==> config.mk <==
export PLATFORM = sky130hd
export DESIGN_NAME = irqc_top
export DESIGN_NICKNAME = d
export VERILOG_FILES = /design/src/rtl/irqc_pkg.sv /design/src/rtl/irqc_gate.sv /design/src/rtl/irqc_pick.sv /design/src/rtl/irqc_top.sv
export SDC_FILE = /design/constraint.sdc
export NUM_CORES = 1
export LEC_CHECK = 0
export CORE_UTILIZATION = 50
export CTS_CLUSTER_SIZE = 24
export DETAILED_ROUTE_END_ITERATION = 10
export PLACE_DENSITY = 0.68
export SYNTH_ARGS = -nofsm -noshare
export SYNTH_HDL_FRONTEND = slang
export SYNTH_SLANG_ARGS = --single-unit
==> constraint.sdc <==
create_clock -name clk -period 70.2 [get_ports clk]
set_input_delay 21.06 -clock clk [delete_from_list [all_inputs] [get_ports clk]]
set_output_delay 21.06 -clock clk [all_outputs]
set_load 0.02 [all_outputs]
==> src/rtl/irqc_pkg.sv <==
package irqc_pkg;
    // Region bases of the byte address map
    localparam logic [31:0] BASE_TRIG = 32'h0000_1000;
    localparam logic [31:0] BASE_EN   = 32'h0000_2000;
    localparam logic [31:0] BASE_CTL  = 32'h0020_0000;
    localparam int          EN_SHIFT  = 7;   // 0x80 bytes per context
    localparam int          CTL_SHIFT = 12;  // 0x1000 bytes per context
    localparam logic [11:0] OFF_THR   = 12'h000;
    localparam logic [11:0] OFF_CLAIM = 12'h004;
endpackage

==> src/rtl/irqc_gate.sv <==
module irqc_gate (
    input  logic clk,
    input  logic rst_n,
    input  logic line,
    input  logic edge_mode,
    input  logic take,
    input  logic done,
    output logic pend
);
    typedef struct packed {
        logic prev;
        logic lat;
        logic pend;
        logic busy;
    } gate_t;

    gate_t g_d, g_q;

    always_comb begin
        logic rise;
        logic req;
        g_d  = g_q;
        rise = line & ~g_q.prev;
        g_d.prev = line;
        if (!edge_mode)
            g_d.lat = 1'b0;
        else if (rise)
            g_d.lat = 1'b1;
        req = edge_mode ? (g_q.lat | rise) : line;
        if (take) begin
            g_d.pend = 1'b0;
            g_d.busy = 1'b1;
        end
        if (done)
            g_d.busy = 1'b0;
        if (!g_q.pend && !g_q.busy && req) begin
            g_d.pend = 1'b1;
            g_d.lat  = 1'b0;
        end
    end

    always_ff @(posedge clk or negedge rst_n) begin
        if (!rst_n) g_q <= '0;
        else        g_q <= g_d;
    end

    assign pend = g_q.pend;
endmodule

==> src/rtl/irqc_pick.sv <==
module irqc_pick #(
    parameter int NSRC   = 32,
    parameter int PRIO_W = 3,
    localparam int IDW   = $clog2(NSRC)
) (
    input  logic [NSRC-1:0]             pend,
    input  logic [NSRC-1:0]             en,
    input  logic [NSRC-1:0][PRIO_W-1:0] prio,
    input  logic [PRIO_W-1:0]           thr,
    output logic [IDW-1:0]              id,
    output logic                        hit
);
    // Strict compare against the running best: threshold is exclusive
    // and the lowest ID keeps a tie.
    always_comb begin
        logic [PRIO_W-1:0] best;
        best = thr;
        id   = '0;
        hit  = 1'b0;
        for (int i = 1; i < NSRC; i++) begin
            if (pend[i] && en[i] && (prio[i] > best)) begin
                best = prio[i];
                id   = IDW'(i);
                hit  = 1'b1;
            end
        end
    end
endmodule

==> src/rtl/irqc_top.sv <==
module irqc_top #(
    parameter int NSRC   = 32,
    parameter int NCTX   = 2,
    parameter int PRIO_W = 3,
    parameter int ADDR_W = 24
) (
    input  logic              clk,
    input  logic              rst_n,
    input  logic [NSRC-1:0]   src_i,
    input  logic              bus_req,
    input  logic              bus_we,
    input  logic [ADDR_W-1:0] bus_addr,
    input  logic [31:0]       bus_wdata,
    output logic [31:0]       bus_rdata,
    output logic [NCTX-1:0]   irq_o
);
    import irqc_pkg::*;

    localparam int IDW   = $clog2(NSRC);
    localparam int NWORD = (NSRC + 31) / 32;

    typedef struct packed {
        logic [NSRC-1:0][PRIO_W-1:0] prio;
        logic [NCTX-1:0][NSRC-1:0]   en;
        logic [NCTX-1:0][PRIO_W-1:0] thr;
        logic [NSRC-1:0]             trig;
        logic [NCTX-1:0]             irq;
        logic [31:0]                 rdata;
    } st_t;

    st_t st_d, st_q;

    logic [NSRC-1:0]          pend;
    logic [NSRC-1:0]          take;
    logic [NSRC-1:0]          done;
    logic [NCTX-1:0][IDW-1:0] pick_id;
    logic [NCTX-1:0]          pick_hit;
    logic [NCTX-1:0][PRIO_W-1:0] thr_q;

    assign thr_q = st_q.thr;

    // One gateway per real source; ID 0 has none.
    assign pend[0] = 1'b0;
    for (genvar s = 1; s < NSRC; s++) begin : g_gate
        irqc_gate u_gate (
            .clk       (clk),
            .rst_n     (rst_n),
            .line      (src_i[s]),
            .edge_mode (st_q.trig[s]),
            .take      (take[s]),
            .done      (done[s]),
            .pend      (pend[s])
        );
    end

    for (genvar c = 0; c < NCTX; c++) begin : g_ctx
        irqc_pick #(.NSRC(NSRC), .PRIO_W(PRIO_W)) u_pick (
            .pend (pend),
            .en   (st_q.en[c]),
            .prio (st_q.prio),
            .thr  (st_q.thr[c]),
            .id   (pick_id[c]),
            .hit  (pick_hit[c])
        );
    end

    always_comb begin
        logic [31:0] a;
        logic [31:0] off;
        logic [31:0] rd;
        int          c;
        int          w;
        int          s;
        st_d = st_q;
        take = '0;
        done = '0;
        rd   = '0;
        a    = 32'(bus_addr);
        off  = '0;
        c    = 0;
        w    = 0;
        s    = 0;
        if (bus_req) begin
            if (a >= BASE_CTL) begin
                off = a - BASE_CTL;
                c   = int'(off >> CTL_SHIFT);
                if (c < NCTX) begin
                    if (off[11:0] == OFF_THR) begin
                        if (bus_we) st_d.thr[c] = bus_wdata[PRIO_W-1:0];
                        rd = 32'(st_q.thr[c]);
                    end else if (off[11:0] == OFF_CLAIM) begin
                        if (bus_we) begin
                            if (bus_wdata != 32'd0 && bus_wdata < 32'(NSRC)
                                && st_q.en[c][bus_wdata[IDW-1:0]])
                                done[bus_wdata[IDW-1:0]] = 1'b1;
                        end else begin
                            rd = 32'(pick_id[c]);
                            if (pick_hit[c]) take[pick_id[c]] = 1'b1;
                        end
                    end
                end
            end else if (a >= BASE_EN) begin
                off = a - BASE_EN;
                c   = int'(off >> EN_SHIFT);
                w   = int'(off[EN_SHIFT-1:2]);
                if (c < NCTX && w < NWORD) begin
                    for (int b = 0; b < 32; b++) begin
                        s = w * 32 + b;
                        if (s < NSRC && s != 0) begin
                            if (bus_we) st_d.en[c][s] = bus_wdata[b];
                            rd[b] = st_q.en[c][s];
                        end
                    end
                end
            end else if (a >= BASE_TRIG) begin
                off = a - BASE_TRIG;
                w   = int'(off[11:2]);
                if (w < NWORD) begin
                    for (int b = 0; b < 32; b++) begin
                        s = w * 32 + b;
                        if (s < NSRC && s != 0) begin
                            if (bus_we) st_d.trig[s] = bus_wdata[b];
                            rd[b] = st_q.trig[s];
                        end
                    end
                end
            end else begin
                s = int'(a[11:2]);
                if (s < NSRC && s != 0) begin
                    if (bus_we) st_d.prio[s] = bus_wdata[PRIO_W-1:0];
                    rd = 32'(st_q.prio[s]);
                end
            end
            if (!bus_we) st_d.rdata = rd;
        end
        st_d.irq = pick_hit;
    end

    always_ff @(posedge clk or negedge rst_n) begin
        if (!rst_n) st_q <= '0;
        else        st_q <= st_d;
    end

    assign bus_rdata = st_q.rdata;
    assign irq_o     = st_q.irq;
endmodule

==> flow_summary_export.csv <==
group,metric,value,unit
yosys,synth-main-ff-cell,"dfrtp_1",
yosys,synth_common_cells,"dfrtp_1 (353), nand2_1 (347), nor2_1 (294), o21ai_0 (210), a21oi_1 (198)",
yosys,synth.distinct_cells,123,
job,maxCapViolCount,0,
clock_tree,cts_resized,0,
yosys,yosysWarnings,0,
floorplan,num_io_pins,126,
grt,met1_usage,45.7,%
timing,worstMarginPinSlew,1.18,ns
setup_path,cp-start-kind,"register",
yosys,yosysSeqAreaShare,34.1,%
floorplan,initial_core_util,51.1,%
clock_tree,htreeDepth,2,
min_path,hp-class,"reg -> reg",
setup_path,crit_fanout,9,
clock_tree,clk_pin_slew,0.06,ns
timing,min_period,48.73,ns
timing,clock.fmax,0.0205,GHz
grt,grt_pass1_vias,23800,
grt,grt-busiest-layer,"met2",
detailed_routing,first_pass_iters,5,
setup_path,critPathCaptureType,"register",
yosys,synth_edf_count,0,
yosys,syn_area,0.0259,sq mm
timing,hold_ws,0.377,ns
grt,grt_use_met2,57.8,%
detailed_routing,routed_via_density,6.62,
grt,antenna_found_initial,1,
setup_path,path_class,"reg -> reg",
setup_path,cp.required,70.60,ns
floorplan,fp.dieH,229,um
floorplan,die_area,0.0527,sq mm
timing,setup_tns,0,ns
yosys,syn_inst,2974,
timing,hold_viol_final,0,
grt,grt_max_degree,164,
grt,grt-ovfl-total,0,
timing,maxSlewHeadroom,21.3,%
detailed_routing,ant_nets,0,
yosys,synth_top_cell_by_area,"dfrtp_1",
floorplan,dieWidth,229,um
clock_tree,cts_root_buffer,"clkbuf_16",
cells_and_area,nNetsFinal,3174,
timing,timing.final.max_slew_violations,0,
floorplan,coreArea,0.0506,sq mm
clock_tree,cts_tree,"yes",
placed_design,post-dp-hpwl,71.0,mm
setup_path,crit_top_cell,"ha_1",
clock_tree,cts_buffers,41,
cells_and_area,drive_gt1_share,12.9,%
clock_tree,cts_hold_buf,0,
detailed_routing,vias,24600,
clock_tree,cts_max_path_buffers,3,
grt,grt_first_pass_wirelength,142,mm
floorplan,rows,82,
placed_design,placement.io_buffers,124,
power,total_power,466,uW
power,ir_worst_vdd,0.0256,mV
placed_design,globalplace.congestion,0.984,
yosys,ys_ff_latch,353,
yosys,synth_area_per_cell,8.70,sq um
yosys,async_reset_ff_share,100,%
grt,use_met3,5.08,%
setup_path,arrival,49.13,ns
power,powerDensity,16.3,mW/mm^2
yosys,synth_area_leaders,"dfrtp_1 (34%), mux2_2 (6.4%), nand2_1 (5.0%)",
grt,grt_usage,35.5,%
yosys,synth.most_common_cell,"dfrtp_1",
clock_tree,post_cts_buffers,0,
timing,fin_skew,0.0206,ns
yosys,syn-num-nets,3146,
yosys,synth_top_area_share,34.1,%
status,outcome,"finished, final reports clean",
detailed_routing,drt-total-wl,94.4,mm
clock_tree,cts.sinks,353,
power,p_leak,0.0126,uW
clock_tree,clkLatencyLatePin,0.59,ns
timing,finalCritPeriodShare,69.4,%
detailed_routing,post_drt_wl_per_cell,25.4,um
detailed_routing,drc_errors,0,
detailed_routing,drt_iter0_drc,2496,
setup_path,cpPeakStageDelay,0.91,ns
cells_and_area,syn2layout_area_growth,10.8,%
timing,rsz0062_at_grt,"false",
timing,setup_viol,0,
setup_path,cp_slowest_cell,"nor4_1",
==> through the flow <==
stage / setup WS [ns] / util [%] / cell area, sq um / instances
final: 21.47 / 56.7 / 28700 / 3709
after global routing: 17.69 / 56.7 / 28700 / 3707
after CTS: 22.26 / 56.7 / 28700 / 3707
after detailed placement: 22.49 / 53.9 / 27200 / 3631
after global placement: 23.34 / 53.9 / 27200 / 3631
after floorplan: 30.12 / - / 25900 / 2974
==> logic make-up (layout without fill, tap and decap cells) <==
| logic type | count (synthesis) | after routing | share of synthesized area [%] |
|---|---|---|---|
| AOI/OAI and AO/OA | 881 | 881 | 23.3 |
| xor gates and xnor gates | 1 | 1 | 0.0339 |
| adders and majority gates | 104 | 104 | 4.80 |
| buffers and inverters | 288 | 349 | 5.28 |
| DFF | 353 | 353 | 34.1 |
| muxes | 240 | 240 | 12.0 |
| other | 0 | 2 | 0 |
| and+or+nand+nor | 1107 | 1107 | 20.4 |
==> per-layer routing <==
| metal | part of all wire (%) | vias up |
|---|---|---|
| met5 | 0 | - |
| met4 | 5.8 | 0 |
| met3 | 7.0 | 239 |
| met2 | 46 | 1082 |
| met1 | 41 | 12200 |
| li1 | - | 11000 |
==> report_power, final <==
group	switching [uW]	total [uW]	internal, uW
Clock	94.2	229	134
Combinational	18.1	28.4	10.3
Sequential	3.62	209	205
==> placed cells by master, fill, tap and decap left out, types with 24 or more instances in the layout <==
master,synthesis,routed
nand3_1,113,113
ha_1,80,80
clkbuf_16,0,42
a21oi_1,198,198
and2_1,50,50
mux2_2,146,146
nor2_1,294,293
o211ai_1,32,32
nand2_1,347,347
a211oi_1,25,25
a31oi_1,53,53
dfrtp_1,353,353
and3_1,48,48
inv_1,123,123
mux2i_1,52,52
mux4_2,42,42
buf_4,42,24
a22oi_1,48,48
nor3_1,68,66
clkdlybuf4s50_1,0,118
a21o_1,49,49
o21ai_0,210,210
==> cell type report <==
| type | count | area (sq um) |
|---|---|---|
| flip-flops and latches | 353 | 8830 |
| repair buffers | 149 | 1420 |
| diodes | 2 | 5.00 |
| multi-input cells | 2333 | 15700 |
| clock inverters | 25 | 288 |
| inverters | 124 | 465 |
| well taps | 672 | 841 |
| clock buffers | 51 | 1130 |
| fillers | 4548 | 21900 |
==> flip-flops by register name, summed over array words and instances (netlist names) <==
signal	cells
g_gate.u_gate.g_q	93
g_gate.u_gate.pend	31
st_q	195
irq_o	2
bus_rdata	32
==> critical path: cells and delay by family (launching register included) <==
family / cells / cell delay [ns]
adders and majority gates: 38 / 11.08
buffers and inverters: 7 / 0.75
DFF: 1 / 0.53
AOI/OAI and AO/OA: 97 / 20.90
muxes: 8 / 2.91
and+or+nand+nor: 67 / 12.34
==> path summary, 6_finish.rpt <==
kind | slack, ns | startpoint | to | cells past startpoint
setup / recovery | 21.47 | st_q[71] | g_gate[4].u_gate.g_q[0] | 217
min in group asynchronous | 20.55 | rst_n | st_q[153] | 1
setup reg to reg | 21.47 | st_q[71] | g_gate[4].u_gate.g_q[0] | 217
max in group asynchronous | 47.15 | rst_n | st_q[127] | 3
hold reg to reg | 0.38 | st_q[137] | st_q[137] | 0
hold / removal | 0.38 | st_q[137] | st_q[137] | 0
No activity file was read; power rests on OpenSTA's default activity.
